[src/rtl/scl_tmg_pkg.sv]
package scl_tmg_pkg;

    typedef enum logic [2:0] {
        ST_IDLE,
        ST_START_HOLD,
        ST_LOW,
        ST_RISE,
        ST_HIGH,
        ST_STOP_RISE,
        ST_STOP_HOLD,
        ST_BUS_FREE
    } tmg_state_e;

    // Nominal half-period base for a given reference and bus rate
    function automatic int unsigned nom_base(input int unsigned ref_hz, input int unsigned bus_hz);
        return ((ref_hz / bus_hz) - 38) / 2;
    endfunction

    // High word: high length above, sample offset (3/4 of length) below
    function automatic logic [31:0] nom_high_word(input int unsigned ref_hz, input int unsigned bus_hz);
        int unsigned hi;
        hi = nom_base(ref_hz, bus_hz) + 3;
        return {hi[15:0], 16'((hi * 3) / 4)};
    endfunction

    // Low word: low length above, change offset (1/4 of length) below
    function automatic logic [31:0] nom_low_word(input int unsigned ref_hz, input int unsigned bus_hz);
        int unsigned lo;
        lo = nom_base(ref_hz, bus_hz) - 3;
        return {lo[15:0], 16'(lo / 4)};
    endfunction

endpackage

[src/rtl/scl_tmg_regs.sv]
module scl_tmg_regs #(
    parameter int          HALF_W = 16,
    parameter logic [31:0] INIT0  = 32'h0,
    parameter logic [31:0] INIT1  = 32'h0,
    parameter logic [31:0] INIT2  = 32'h0
) (
    input  logic                clk,
    input  logic                rst_n,
    input  logic                we,
    input  logic [1:0]          sel,
    input  logic [2*HALF_W-1:0] wdata,
    output logic [2*HALF_W-1:0] word0,
    output logic [2*HALF_W-1:0] word1,
    output logic [2*HALF_W-1:0] word2,
    output logic [2*HALF_W-1:0] rdata
);
    localparam int REG_W = 2 * HALF_W;
    localparam int NREG  = 3;

    logic [REG_W-1:0] words [NREG];

    for (genvar i = 0; i < NREG; i++) begin : g_word
        localparam logic [31:0] INIT = (i == 0) ? INIT0 : (i == 1) ? INIT1 : INIT2;
        always_ff @(posedge clk or negedge rst_n) begin
            if (!rst_n)
                words[i] <= INIT[REG_W-1:0];
            else if (we && (sel == 2'(i)))
                words[i] <= wdata;
        end
    end

    assign word0 = words[0];
    assign word1 = words[1];
    assign word2 = words[2];

    always_comb begin
        unique case (sel)
            2'd0:    rdata = words[0];
            2'd1:    rdata = words[1];
            2'd2:    rdata = words[2];
            default: rdata = '0;
        endcase
    end
endmodule

[src/rtl/scl_tmg_fsm.sv]
module scl_tmg_fsm
    import scl_tmg_pkg::*;
#(
    parameter int CW = 16
) (
    input  logic          clk,
    input  logic          rst_n,
    input  logic          start_req,
    input  logic          stop_req,
    input  logic          scl_in,
    input  logic [CW-1:0] hi_len,
    input  logic [CW-1:0] rx_off,
    input  logic [CW-1:0] lo_len,
    input  logic [CW-1:0] tx_off,
    input  logic [CW-1:0] hold_len,
    input  logic [CW-1:0] free_len,
    output logic          scl_low,
    output logic          rx_sample,
    output logic          tx_change,
    output logic          clk_busy
);
    tmg_state_e    state, nxt;
    logic [CW-1:0] cnt, cur_len;
    logic          stop_pend, last, active;

    always_comb begin
        unique case (state)
            ST_START_HOLD, ST_STOP_HOLD: cur_len = hold_len;
            ST_LOW:                      cur_len = lo_len;
            ST_HIGH:                     cur_len = hi_len;
            ST_BUS_FREE:                 cur_len = free_len;
            default:                     cur_len = '0;
        endcase
    end

    // Length 0 acts as 1: the phase ends when cnt+1 reaches the length
    assign last   = ({1'b0, cnt} + {{CW{1'b0}}, 1'b1}) >= {1'b0, cur_len};
    assign active = (state == ST_START_HOLD) || (state == ST_LOW) ||
                    (state == ST_RISE) || (state == ST_HIGH);

    always_comb begin
        nxt = state;
        unique case (state)
            ST_IDLE:       if (start_req) nxt = ST_START_HOLD;
            ST_START_HOLD: if (last)      nxt = ST_LOW;
            ST_LOW:        if (last)      nxt = stop_pend ? ST_STOP_RISE : ST_RISE;
            ST_RISE:       if (scl_in)    nxt = ST_HIGH;
            ST_HIGH:       if (last)      nxt = ST_LOW;
            ST_STOP_RISE:  if (scl_in)    nxt = ST_STOP_HOLD;
            ST_STOP_HOLD:  if (last)      nxt = ST_BUS_FREE;
            ST_BUS_FREE:   if (last)      nxt = ST_IDLE;
            default:                      nxt = ST_IDLE;
        endcase
    end

    always_ff @(posedge clk or negedge rst_n) begin
        if (!rst_n) begin
            state     <= ST_IDLE;
            cnt       <= '0;
            stop_pend <= 1'b0;
        end else begin
            state <= nxt;
            cnt   <= (nxt != state) ? '0 : cnt + 1'b1;
            if (nxt == ST_STOP_RISE && state != ST_STOP_RISE)
                stop_pend <= 1'b0;
            else if (stop_req && active)
                stop_pend <= 1'b1;
        end
    end

    always_comb begin
        scl_low   = (state == ST_LOW);
        tx_change = (state == ST_LOW)  && (cnt == tx_off);
        rx_sample = (state == ST_HIGH) && (cnt == rx_off);
        clk_busy  = (state != ST_IDLE) && (state != ST_BUS_FREE);
    end
endmodule

[src/rtl/scl_tmg_gen.sv]
module scl_tmg_gen
    import scl_tmg_pkg::*;
#(
    parameter int unsigned REF_HZ   = 24_000_000,
    parameter int unsigned BUS_HZ   = 100_000,
    parameter int          HALF_W   = 16,
    parameter logic [31:0] HOLD_INIT = 32'h0030_0030
) (
    input  logic                clk,
    input  logic                rst_n,
    input  logic                reg_we,
    input  logic [1:0]          reg_sel,
    input  logic [2*HALF_W-1:0] reg_wdata,
    output logic [2*HALF_W-1:0] reg_rdata,
    input  logic                start_req,
    input  logic                stop_req,
    input  logic                scl_in,
    output logic                scl_low,
    output logic                rx_sample,
    output logic                tx_change,
    output logic                clk_busy
);
    localparam int REG_W = 2 * HALF_W;

    logic [REG_W-1:0] word0, word1, word2;

    scl_tmg_regs #(
        .HALF_W (HALF_W),
        .INIT0  (nom_high_word(REF_HZ, BUS_HZ)),
        .INIT1  (nom_low_word(REF_HZ, BUS_HZ)),
        .INIT2  (HOLD_INIT)
    ) u_regs (
        .clk   (clk),
        .rst_n (rst_n),
        .we    (reg_we),
        .sel   (reg_sel),
        .wdata (reg_wdata),
        .word0 (word0),
        .word1 (word1),
        .word2 (word2),
        .rdata (reg_rdata)
    );

    scl_tmg_fsm #(.CW(HALF_W)) u_fsm (
        .clk       (clk),
        .rst_n     (rst_n),
        .start_req (start_req),
        .stop_req  (stop_req),
        .scl_in    (scl_in),
        .hi_len    (word0[REG_W-1:HALF_W]),
        .rx_off    (word0[HALF_W-1:0]),
        .lo_len    (word1[REG_W-1:HALF_W]),
        .tx_off    (word1[HALF_W-1:0]),
        .hold_len  (word2[HALF_W-1:0]),
        .free_len  (word2[REG_W-1:HALF_W]),
        .scl_low   (scl_low),
        .rx_sample (rx_sample),
        .tx_change (tx_change),
        .clk_busy  (clk_busy)
    );
endmodule

[config.mk]
export PLATFORM = sky130hd
export DESIGN_NAME = scl_tmg_gen
export DESIGN_NICKNAME = d
export VERILOG_FILES = /design/src/rtl/scl_tmg_pkg.sv /design/src/rtl/scl_tmg_regs.sv /design/src/rtl/scl_tmg_fsm.sv /design/src/rtl/scl_tmg_gen.sv
export SDC_FILE = /design/constraint.sdc
export NUM_CORES = 1
export LEC_CHECK = 0
export BUFFER_PORTS_ARGS = -buffer_cell sky130_fd_sc_hd__buf_4
export CORE_ASPECT_RATIO = 1.4
export CORE_MARGIN = 4
export CORE_UTILIZATION = 35
export CTS_BUF_LIST = sky130_fd_sc_hd__clkbuf_16
export CTS_CLUSTER_DIAMETER = 30
export CTS_CLUSTER_SIZE = 40
export DETAILED_ROUTE_END_ITERATION = 16
export SLEW_MARGIN = 20
export SYNTH_ARGS = -nofsm -noshare
export SYNTH_HDL_FRONTEND = slang
export SYNTH_HIERARCHICAL = 1
export SYNTH_SLANG_ARGS = --single-unit
export TNS_END_PERCENT = 5
[constraint.sdc]
create_clock -name clk -period 3.1 [get_ports clk]
set_clock_uncertainty 0.15 [all_clocks]
set_input_delay 0.155 -clock clk [delete_from_list [all_inputs] [get_ports clk]]
set_output_delay 0.155 -clock clk [all_outputs]
set_load 0.005 [all_outputs]
==> Yosys cells after proc, flatten, opt, wreduce, memory -nomap -nowiden <==
Index checks and enable logic that the tools add are counted.
W data, S select, Z words.
{ "totals": {"out_inout_bits": 36, "wordCells": 55, "reg_bits": 116, "input_bits": 40} }
{ "op_classes": {"n_eq_ne": 15, "muxes": 14, "reduce_logical": 17, "n_addsub": 2, "magnitude_cmp": 1} }
{ "ops": {"columns": ["operator", "count"], "rows": [
  ["$pmux W32 S3", 1],
  ["$pmux W16 S4", 1],
  ["$eq A16 B16 Y1", 2],
  ["$mux W3", 8],
  ["$pmux W3 S7", 1],
  ["$add A16 B1 Y17 const B", 1],
  ["$ge A17 B16 Y1", 1],
  ["$add A16 B1 Y16 const B", 1],
  ["$mux W16", 1],
  ["$eq A3 B3 Y1 const B", 5],
  ["$logic_and A1 B1 Y1", 8],
  ["$eq A3 B2 Y1 const B", 2],
  ["$ne A3 B3 Y1 const B", 2],
  ["$reduce_or A2 Y1", 2],
  ["$eq A3 B1 Y1 const B", 1],
  ["$logic_not A3 Y1", 1],
  ["$logic_or A1 B1 Y1", 3],
  ["$ne A3 B3 Y1", 1],
  ["$reduce_bool A3 Y1", 1],
  ["$eq A2 B1 Y1 const B", 1],
  ["$eq A2 B2 Y1 const B", 1],
  ["$logic_not A2 Y1", 1],
  ["$mux W1", 2],
  ["$reduce_bool A2 Y1", 1]
]} }

==> Depth between registers and ports, before layout <==
Gate-level depths: netlist (run 1).
{ "depth": {"ltp_word": 9, "mapped_depth": 16, "depth_no_buf": 12} }

==> Hierarchy <==
Netlist (run 1), hierarchy kept.
{ "by_module_without_submodules": {"columns": ["module", "area_each_um2", "seq_area_each_um2", "instances", "cells_per_inst"], "rows": [
  ["scl_tmg_regs", 4290.4, 2422.3, 1, 281],
  ["scl_tmg_fsm", 2456.1, 500.5, 1, 287]
]} }

==> Worst setup path after synthesis (run 1) <==
OpenSTA, ideal clock, no wires.
{ "synth_timing": {"kind": "register to register", "start": "reg u_fsm.state[0]", "end": "reg u_fsm.state[1]", "synth_period_minus_slack_ps": 3334, "setup_time_ps": 126, "setup_slack_ps": -234, "t_arrival_ps": 3058, "path_stages_with_launch": 15, "path_buffers": 3, "required_ps": 2824, "cell_sequence": "dfrtp_1 > clkbuf_1 > nor2b_1 > clkbuf_1 > clkbuf_1 > a221o_1 > nand2_1 > ha_1 > a21o_1 > nand3_1 > a21oi_1 > o41ai_4 > nand4_4 > o311a_1 > a221o_1"} }
{ "synth_via": {"elab_chain_len": 6, "elab_cells_between_ends": 17, "classes_between": "order compare (1); eq/ne (7); mux (6); reduce/logical (3)"} }
{ "synth_rtl": {"columns": ["item", "line_no", "rtl"], "rows": [
  ["start, declared", "scl_tmg_fsm.sv:22", "tmg_state_e state, nxt;"],
  ["start signal, assigned", "scl_tmg_fsm.sv:62", "state <= nxt;"],
  ["$eq A3 B3 Y1 / $eq A3 B1 Y1 (equally long branches)", "scl_tmg_fsm.sv:27, scl_tmg_fsm.sv:43", null],
  ["$reduce_or A2 Y1", "scl_tmg_fsm.sv:27", "unique case (state)"],
  ["$pmux W16 S4", "scl_tmg_fsm.sv:27", null],
  ["$ge A17 B16 Y1", "scl_tmg_fsm.sv:37", "assign last = ({1'b0, cnt} + {{CW{1'b0}}, 1'b1}) >= {1'b0, cur_len};"],
  ["$mux W3 (on tied branches)", null, null],
  ["$pmux W3 S7 (*)", "scl_tmg_fsm.sv:43", "unique case (state)"],
  ["net u_fsm.nxt[1]", "scl_tmg_fsm.sv:22", null]
]} }
Mark *: on every way through the listed nets, which the timed path passes. The rest lies on a longest branch.
A chain may end at the register's enable or synchronous reset.

==> Worst setup path in the final report (run 1) <==
{ "layout_timing": {"start": "reg u_fsm.cnt[3]", "end": "reg u_fsm.state[1]"} }
{ "layout_via": {"elab_chain_len": 4, "elab_cells_between_ends": 7, "classes_between": "add/sub (1); order compare (1); mux (5)"} }
{ "layout_rtl": {"columns": ["item", "line_no", "rtl"], "rows": [
  ["start, declared", "scl_tmg_fsm.sv:23", "logic [CW-1:0] cnt, cur_len;"],
  ["start signal, assigned", "scl_tmg_fsm.sv:63", "cnt <= (nxt != state) ? '0 : cnt + 1'b1;"],
  ["$add A16 B1 Y17 (*)", "scl_tmg_fsm.sv:37", null],
  ["$ge A17 B16 Y1 (*)", "scl_tmg_fsm.sv:37", null],
  ["$mux W3 (on tied branches)", null, null],
  ["$pmux W3 S7 (*)", "scl_tmg_fsm.sv:43", null],
  ["net u_fsm.nxt[1]", "scl_tmg_fsm.sv:22", null]
]} }
Marks and branches as above.

==> flow_summary.ini, run 1 <==
[cts]
clk_latency_ns = 0.41
h-tree-depth = 4
tritoncts = yes
clk_pin_slew_ns = 0.06
numCtsBuffers = 17
cts_sinks = 116
cts_buffer_depth = 2
cts-root-buf = clkbuf_16

[sta]
drv_slew = 0
min_period_ns = 3.080
min_period_over_period_pct = 99.35
relSlewSlack_pct = 51.06
rsz0062_at_grt = true
worst_pin_slew_ns = 0.7341
max_freq_mhz = 324.7
setup_viol = 0
setup_ws_ns = 0.02008
hold_violations = 0

[detailed_routing]
wl_per_cell_um = 19.96
via_count = 5118
ant_nets = 0
drt_wl_total_um = 19380
firstDrtPassIters = 4
dr.max_layer_used = met4
wl_met1_um = 8098
route.met2.wl_um = 10420
detail_route.iter0.violations = 189
met3_length_um = 600
drc = 0
viasPerCell = 5.271

[power_and_ir_drop]
p_leak_nw = 4.112
finalPower_w = 0.006721
p_per_area_mw_per_mm2 = 730.2
vdd_drop_max_mv = 0.3628

[synth]
ys_top_cells_by_count = 100 x dfrtp_1, 90 x mux2_2, 51 x mux2i_1
synth_top_area_share_pct = 37.09
postSynthAreaPerCell_sq_um = 11.88
synth_nets = 625
async_reset_ff_share_pct = 100.0
ys_types = 46
synth_edf_count = 0
netlist_top_cells_area = dfrtp_1 37%, mux2_2 15%, mux2i_1 7.6%
synth_most_common_cell = dfrtp_1
synthFlopType = dfrtp_1
synthCells = 568
ys_ff_latch = 116
synth_seq_area_share_pct = 43.32
yosysTopAreaCell = dfrtp_1
yosys_warnings = 6
syn_area_sq_mm = 0.006746

[placed_design]
place_inst = 887
pre_cts_slack_ns = -0.05457
portBuffers = 75
gp_congestion = 0.8773
hpwl_um = 13640
dpl_cell_area_sq_mm = 0.007780

[critical_path]
cpMostUsedCell = and3_4
endpoint_kind = flip-flop
cp-start-kind = flip-flop
arrival_ns = 3.22
path_class = reg -> reg
cp_num_buf_inv = 0
cp_max_fo = 6
path_cells = and3_4 -> and3_4 -> and2_4 -> nand2_1 -> xnor2_2 -> ha_1 -> nand4_1 -> nor3_1 -> o41ai_4 -> nand4_4 -> o311a_1 -> a221o_1
path_delay_family = simple AND/OR/NAND/NOR gates
critical-path-max-stage-delay_ns = 0.36
cpMaxStageDelayCell = dfrtp_1
worst_ep_required_time_ns = 3.24

[die]
die-area_sq_mm = 0.02159
fp.dieH_um = 172.3
core_area_sq_mm = 0.01875
start_util_pct = 35.98
fp.dieW_um = 125.3
top_level_ports = 76
num_rows = 59

[global_routing]
grt_usage_pct = 17.98
antenna_found_initial = 0
grt_pass1_vias = 5539
grt_max_degree = 49
grt_pass1_wl_um = 30170
grt_overflow_total = 0

[min_path]
min-delay-path-class = in -> async

[finish]
diodes = 0
instances_no_fill = 971
syn_to_final_growth_pct = 36.42
nNetsFinal = 771
post-route-util_pct = 49.09
drive_gt1_share_pct = 42.64
stdcell_area_sq_mm = 0.009204

[flow_run]
maxCapViolCount = 0

[outcome]
outcome = finished clean
==> sequential cells by signal (all words and copies together), names as in the netlist <==
| register | cells |
|---|---|
| u_fsm/cnt | 16 |
| u_fsm/state | 3 |
| u_fsm/stop_pend | 1 |
| u_regs/word0 | 32 |
| u_regs/word1 | 32 |
| u_regs/word2 | 32 |
==> worst paths after layout <==
path	startpoint	end	slack, ns	cells past startpoint
worst max-delay path	u_fsm/cnt[3]	u_fsm/state[1]	0.02	12
worst min-delay path	rst_n	u_regs/word1[23]	0.13	2
worst max register to register	u_fsm/cnt[3]	u_fsm/state[1]	0.02	12
worst min register to register	u_regs/word0[29]	u_regs/word0[29]	0.37	1
max in group asynchronous	rst_n	u_regs/word0[19]	1.84	3
min in group clk	start_req	u_fsm/state[0]	0.14	4
==> per-stage QoR <==
stage	setup TNS (ns)	hold slack (ns)
2_1_floorplan	-0.05720	-0.2906
3_3_place_gp	-0.02141	0.01676
3_5_place_dp	-0.05921	0.02191
4_1_cts	-0.01267	0.1292
5_1_grt	-0.09257	0.1708
6_report	0	0.1285
==> kinds of logic after synthesis <==
logic type      Yosys count  share of synthesized area (%)
fa+ha+maj                17                          3.153
mux                     148                          23.76
buf+inv                  44                          3.338
xor+xnor                 48                          6.231
flops                   116                          43.32
compound gates           89                          11.11
simple gates            106                          9.088
==> per-layer routing <==
layer	vias to the layer above	track usage, %
met1	2582	20.77
li1	2399	-
met5	-	0
met3	18	3.183
met2	119	33.32
met4	0	6.698
==> repair_timing <==
item | 4_1_cts | 5_1_grt
pin swaps | 14 | 21
hold buffers | 35 | 0
endpoints found under the setup margin | 2 | 19
resized for setup | 26 | 24
hold endpoints to repair | 137 | 0
setup buffers | 6 | 9
cloned | 2 | 0
==> power breakdown <==
| part | switching, W | leakage, nW | internal, W |
|---|---|---|---|
| Clock | 0.000707 | 0.319 | 0.00150 |
| Combinational | 0.00112 | 2.43 | 0.00124 |
| Sequential | 0.000312 | 1.37 | 0.00184 |
==> area by class of cell <==
class                      count  area [sq um]
clock inverter                15         237.7
inverter                       2         7.507
fill                        1703          9547
clock buffer                  17         425.4
timing repair buffer         169          1445
multi-input combinational    408          3859
sequential                   116          2924
tap                          244         305.3
==> cell usage in the layout (no fill, tap or decap), types with 4 or more instances in the layout <==
cell type and n:
a221o_1 17, nor4_1 4, o2bb2ai_1 32, nand4_1 10, xnor2_2 5, mux2_1 7, ha_1 10, dfstp_2 16
buf_4 121, nor3_1 5, nor2b_1 14, o211ai_1 15, a21oi_1 9, clkbuf_16 17, ha_4 6, nand3_1 11
buf_12 6, buf_6 5, xnor2_1 25, mux2_2 90, mux2i_1 51, nand2_1 32, dfrtp_1 99, xor2_1 14
nor2_1 7, bufinv_16 6, dlygate4sd3_1 35
(Power assumes the default switching activity.)
==> inputs of run 2 (changes only) <==
--- a/config.mk
+++ b/config.mk
@@ -13,6 +13,7 @@
 export CTS_CLUSTER_DIAMETER = 30
 export CTS_CLUSTER_SIZE = 40
 export DETAILED_ROUTE_END_ITERATION = 16
+export SETUP_SLACK_MARGIN = 0.5
 export SLEW_MARGIN = 20
 export SYNTH_ARGS = -nofsm -noshare
 export SYNTH_HDL_FRONTEND = slang
==> constraint.sdc (replaced) <==
create_clock -name clk -period 2.9 [get_ports clk]
set_clock_uncertainty 0.15 [all_clocks]
set_input_delay 0.145 -clock clk [delete_from_list [all_inputs] [get_ports clk]]
set_output_delay 0.145 -clock clk [all_outputs]
set_load 0.005 [all_outputs]
==> run 2 against run 1 <==
Effect of this change:
- the flow now finishes with violations (setup timing)
- first-iteration DRC count up 53%
- setup slack lost 0.26 ns
- non-clock buffer count grew 4
- cell area is 1.3% lower
- total power grew 2.5%
- highest routed layer unchanged
==> flow_summary.ini, run 2 (synthesis gave the netlist of run 1 again) <==
[outcome]
outcome = finished, violations left
violations = setup timing

[critical_path]
endpoint_kind = flip-flop
reg2reg_depth = 12
path_class = reg -> reg
cp_max_fo = 11
r2r_setup_slack_ns = -0.24
cp-start-kind = flip-flop
worst_ep_required_time_ns = 3.04
startpoint = u_fsm/state[0]
arrival_ns = 3.28
crit_path_end = u_fsm/state[1]
r2r_end = u_fsm/state[1]
r2r-start = u_fsm/state[0]

[cts]
clk_latency_ns = 0.41
cts-root-buf = clkbuf_16
h-tree-depth = 4
cts_sinks = 116
clk_pin_slew_ns = 0.06
numCtsBuffers = 17
cts_buffer_depth = 2
tritoncts = yes

[finish]
diodes = 0
drive_gt1_share_pct = 43.91
nNetsFinal = 775
final_cell_mix = 131 x buf_4, 99 x dfrtp_1, 89 x mux2_2
mostFrequentLayoutCell = buf_4
post-route-util_pct = 48.47
syn_to_final_growth_pct = 34.70

[sta]
min_period_ns = 3.137
setup_ws_ns = -0.2369
worst_pin_slew_ns = 0.7648
setup_viol = 19
min_period_over_period_pct = 108.2
rsz0062_at_grt = true
hold_violations = 0
drv_slew = 0
relSlewSlack_pct = 49.01
max_freq_mhz = 318.8

[die]
start_util_pct = 35.98
num_rows = 59
fp.dieW_um = 125.3
die-area_sq_mm = 0.02159
fp.dieH_um = 172.3
core_area_sq_mm = 0.01875
top_level_ports = 76

[flow_run]
maxCapViolCount = 0

[placed_design]
gp_congestion = 0.9145
portBuffers = 75
pre_cts_slack_ns = -0.2367
hpwl_um = 13670

[global_routing]
grt_max_degree = 60
grt_pass1_vias = 5499
grt_overflow_total = 0
grt_usage_pct = 17.86
antenna_found_initial = 0
grt_pass1_wl_um = 30300

[detailed_routing]
firstDrtPassIters = 4
drc = 0
drt_wl_total_um = 19010
detail_route.iter0.violations = 289
wl_per_cell_um = 19.50
via_count = 5149
ant_nets = 0
viasPerCell = 5.281

[power_and_ir_drop]
vdd_drop_max_mv = 0.4138
p_leak_nw = 4.069
p_per_area_mw_per_mm2 = 758.3

[min_path]
min_delay_path_depth = 4
min-delay-path-class = in -> reg
## run 2: cell types whose count changed in the layout (fill, tap and decap cells not counted), sizes merged
| cell | before | now |
|---|---|---|
| buf | 134 | 138 |
| bufinv | 6 | 3 |
| clkinv | 6 | 8 |
| inv | 3 | 4 |
## run 2: power breakdown
part / switching (W) / internal (W)
Sequential: 0.000326 / 0.00197
Combinational: 0.00120 / 0.00129
Clock: 0.000764 / 0.00134
Total: 0.00229 / 0.00460
## run 2: worst max-delay path: stages (launching register included)
cell	delay (ns)
dfrtp_2	0.43
nor2b_1	0.16
buf_4	0.18
buf_4	0.16
a221o_1	0.33
nand2_1	0.11
ha_4	0.21
nand4_1	0.15
nor2_2	0.08
o31ai_4	0.28
nand4_4	0.17
o311a_1	0.33
a221o_1	0.26
## run 2: stage by stage
stage	hold WS (ns)	setup TNS (ns)	power, W	std cells	area [sq um]
after floorplan	-0.3006	-2.021	0.003651	568	6758
after global placement	0.08360	-1.255	0.004518	901	7860
after detailed placement	0.1043	-1.839	0.004589	901	7860
after CTS	0.1184	-1.593	0.006854	975	8949
after global routing	0.1307	-4.331	0.007290	975	9087
final	0.1231	-1.858	0.006891	975	9087
## run 2: worst min-delay path by stage
| stage | start | to | slack, ns |
|---|---|---|---|
| 2_1_floorplan | rst_n | u_fsm/cnt[0] | -0.30 |
| 3_3_place_gp | rst_n | u_regs/word0[23] | 0.08 |
| 3_5_place_dp | rst_n | u_regs/word0[23] | 0.10 |
| 4_1_cts | start_req | u_fsm/state[0] | 0.12 |
| 5_1_grt | start_req | u_fsm/state[0] | 0.13 |
| 6_report | start_req | u_fsm/state[0] | 0.12 |
## run 2: area by class of cell
cell class	count	area, sq um
inverter	2	7.507
clock inverter	15	165.2
multi-input combinational	408	3821
sequential	116	2924
fill	1706	9663
timing repair buffer	173	1439
clock buffer	17	425.4
tap	244	305.3
## run 2: routing by layer
metal	routed length (um)	up-vias	GRT usage [%]
met3	635	18	2.781
met5	0	-	0
met4	265	0	5.708
li1	-	2414	-
met1	7901	2611	21.49
met2	10210	106	32.83
## run 2: timing repair
action                                 CTS  global route
endpoints found under the hold margin  147             0
resized for setup                       17            31
setup endpoints to repair               22            22
pin swaps                               15            21
hold buffers                            35             0
setup buffers                            7             0
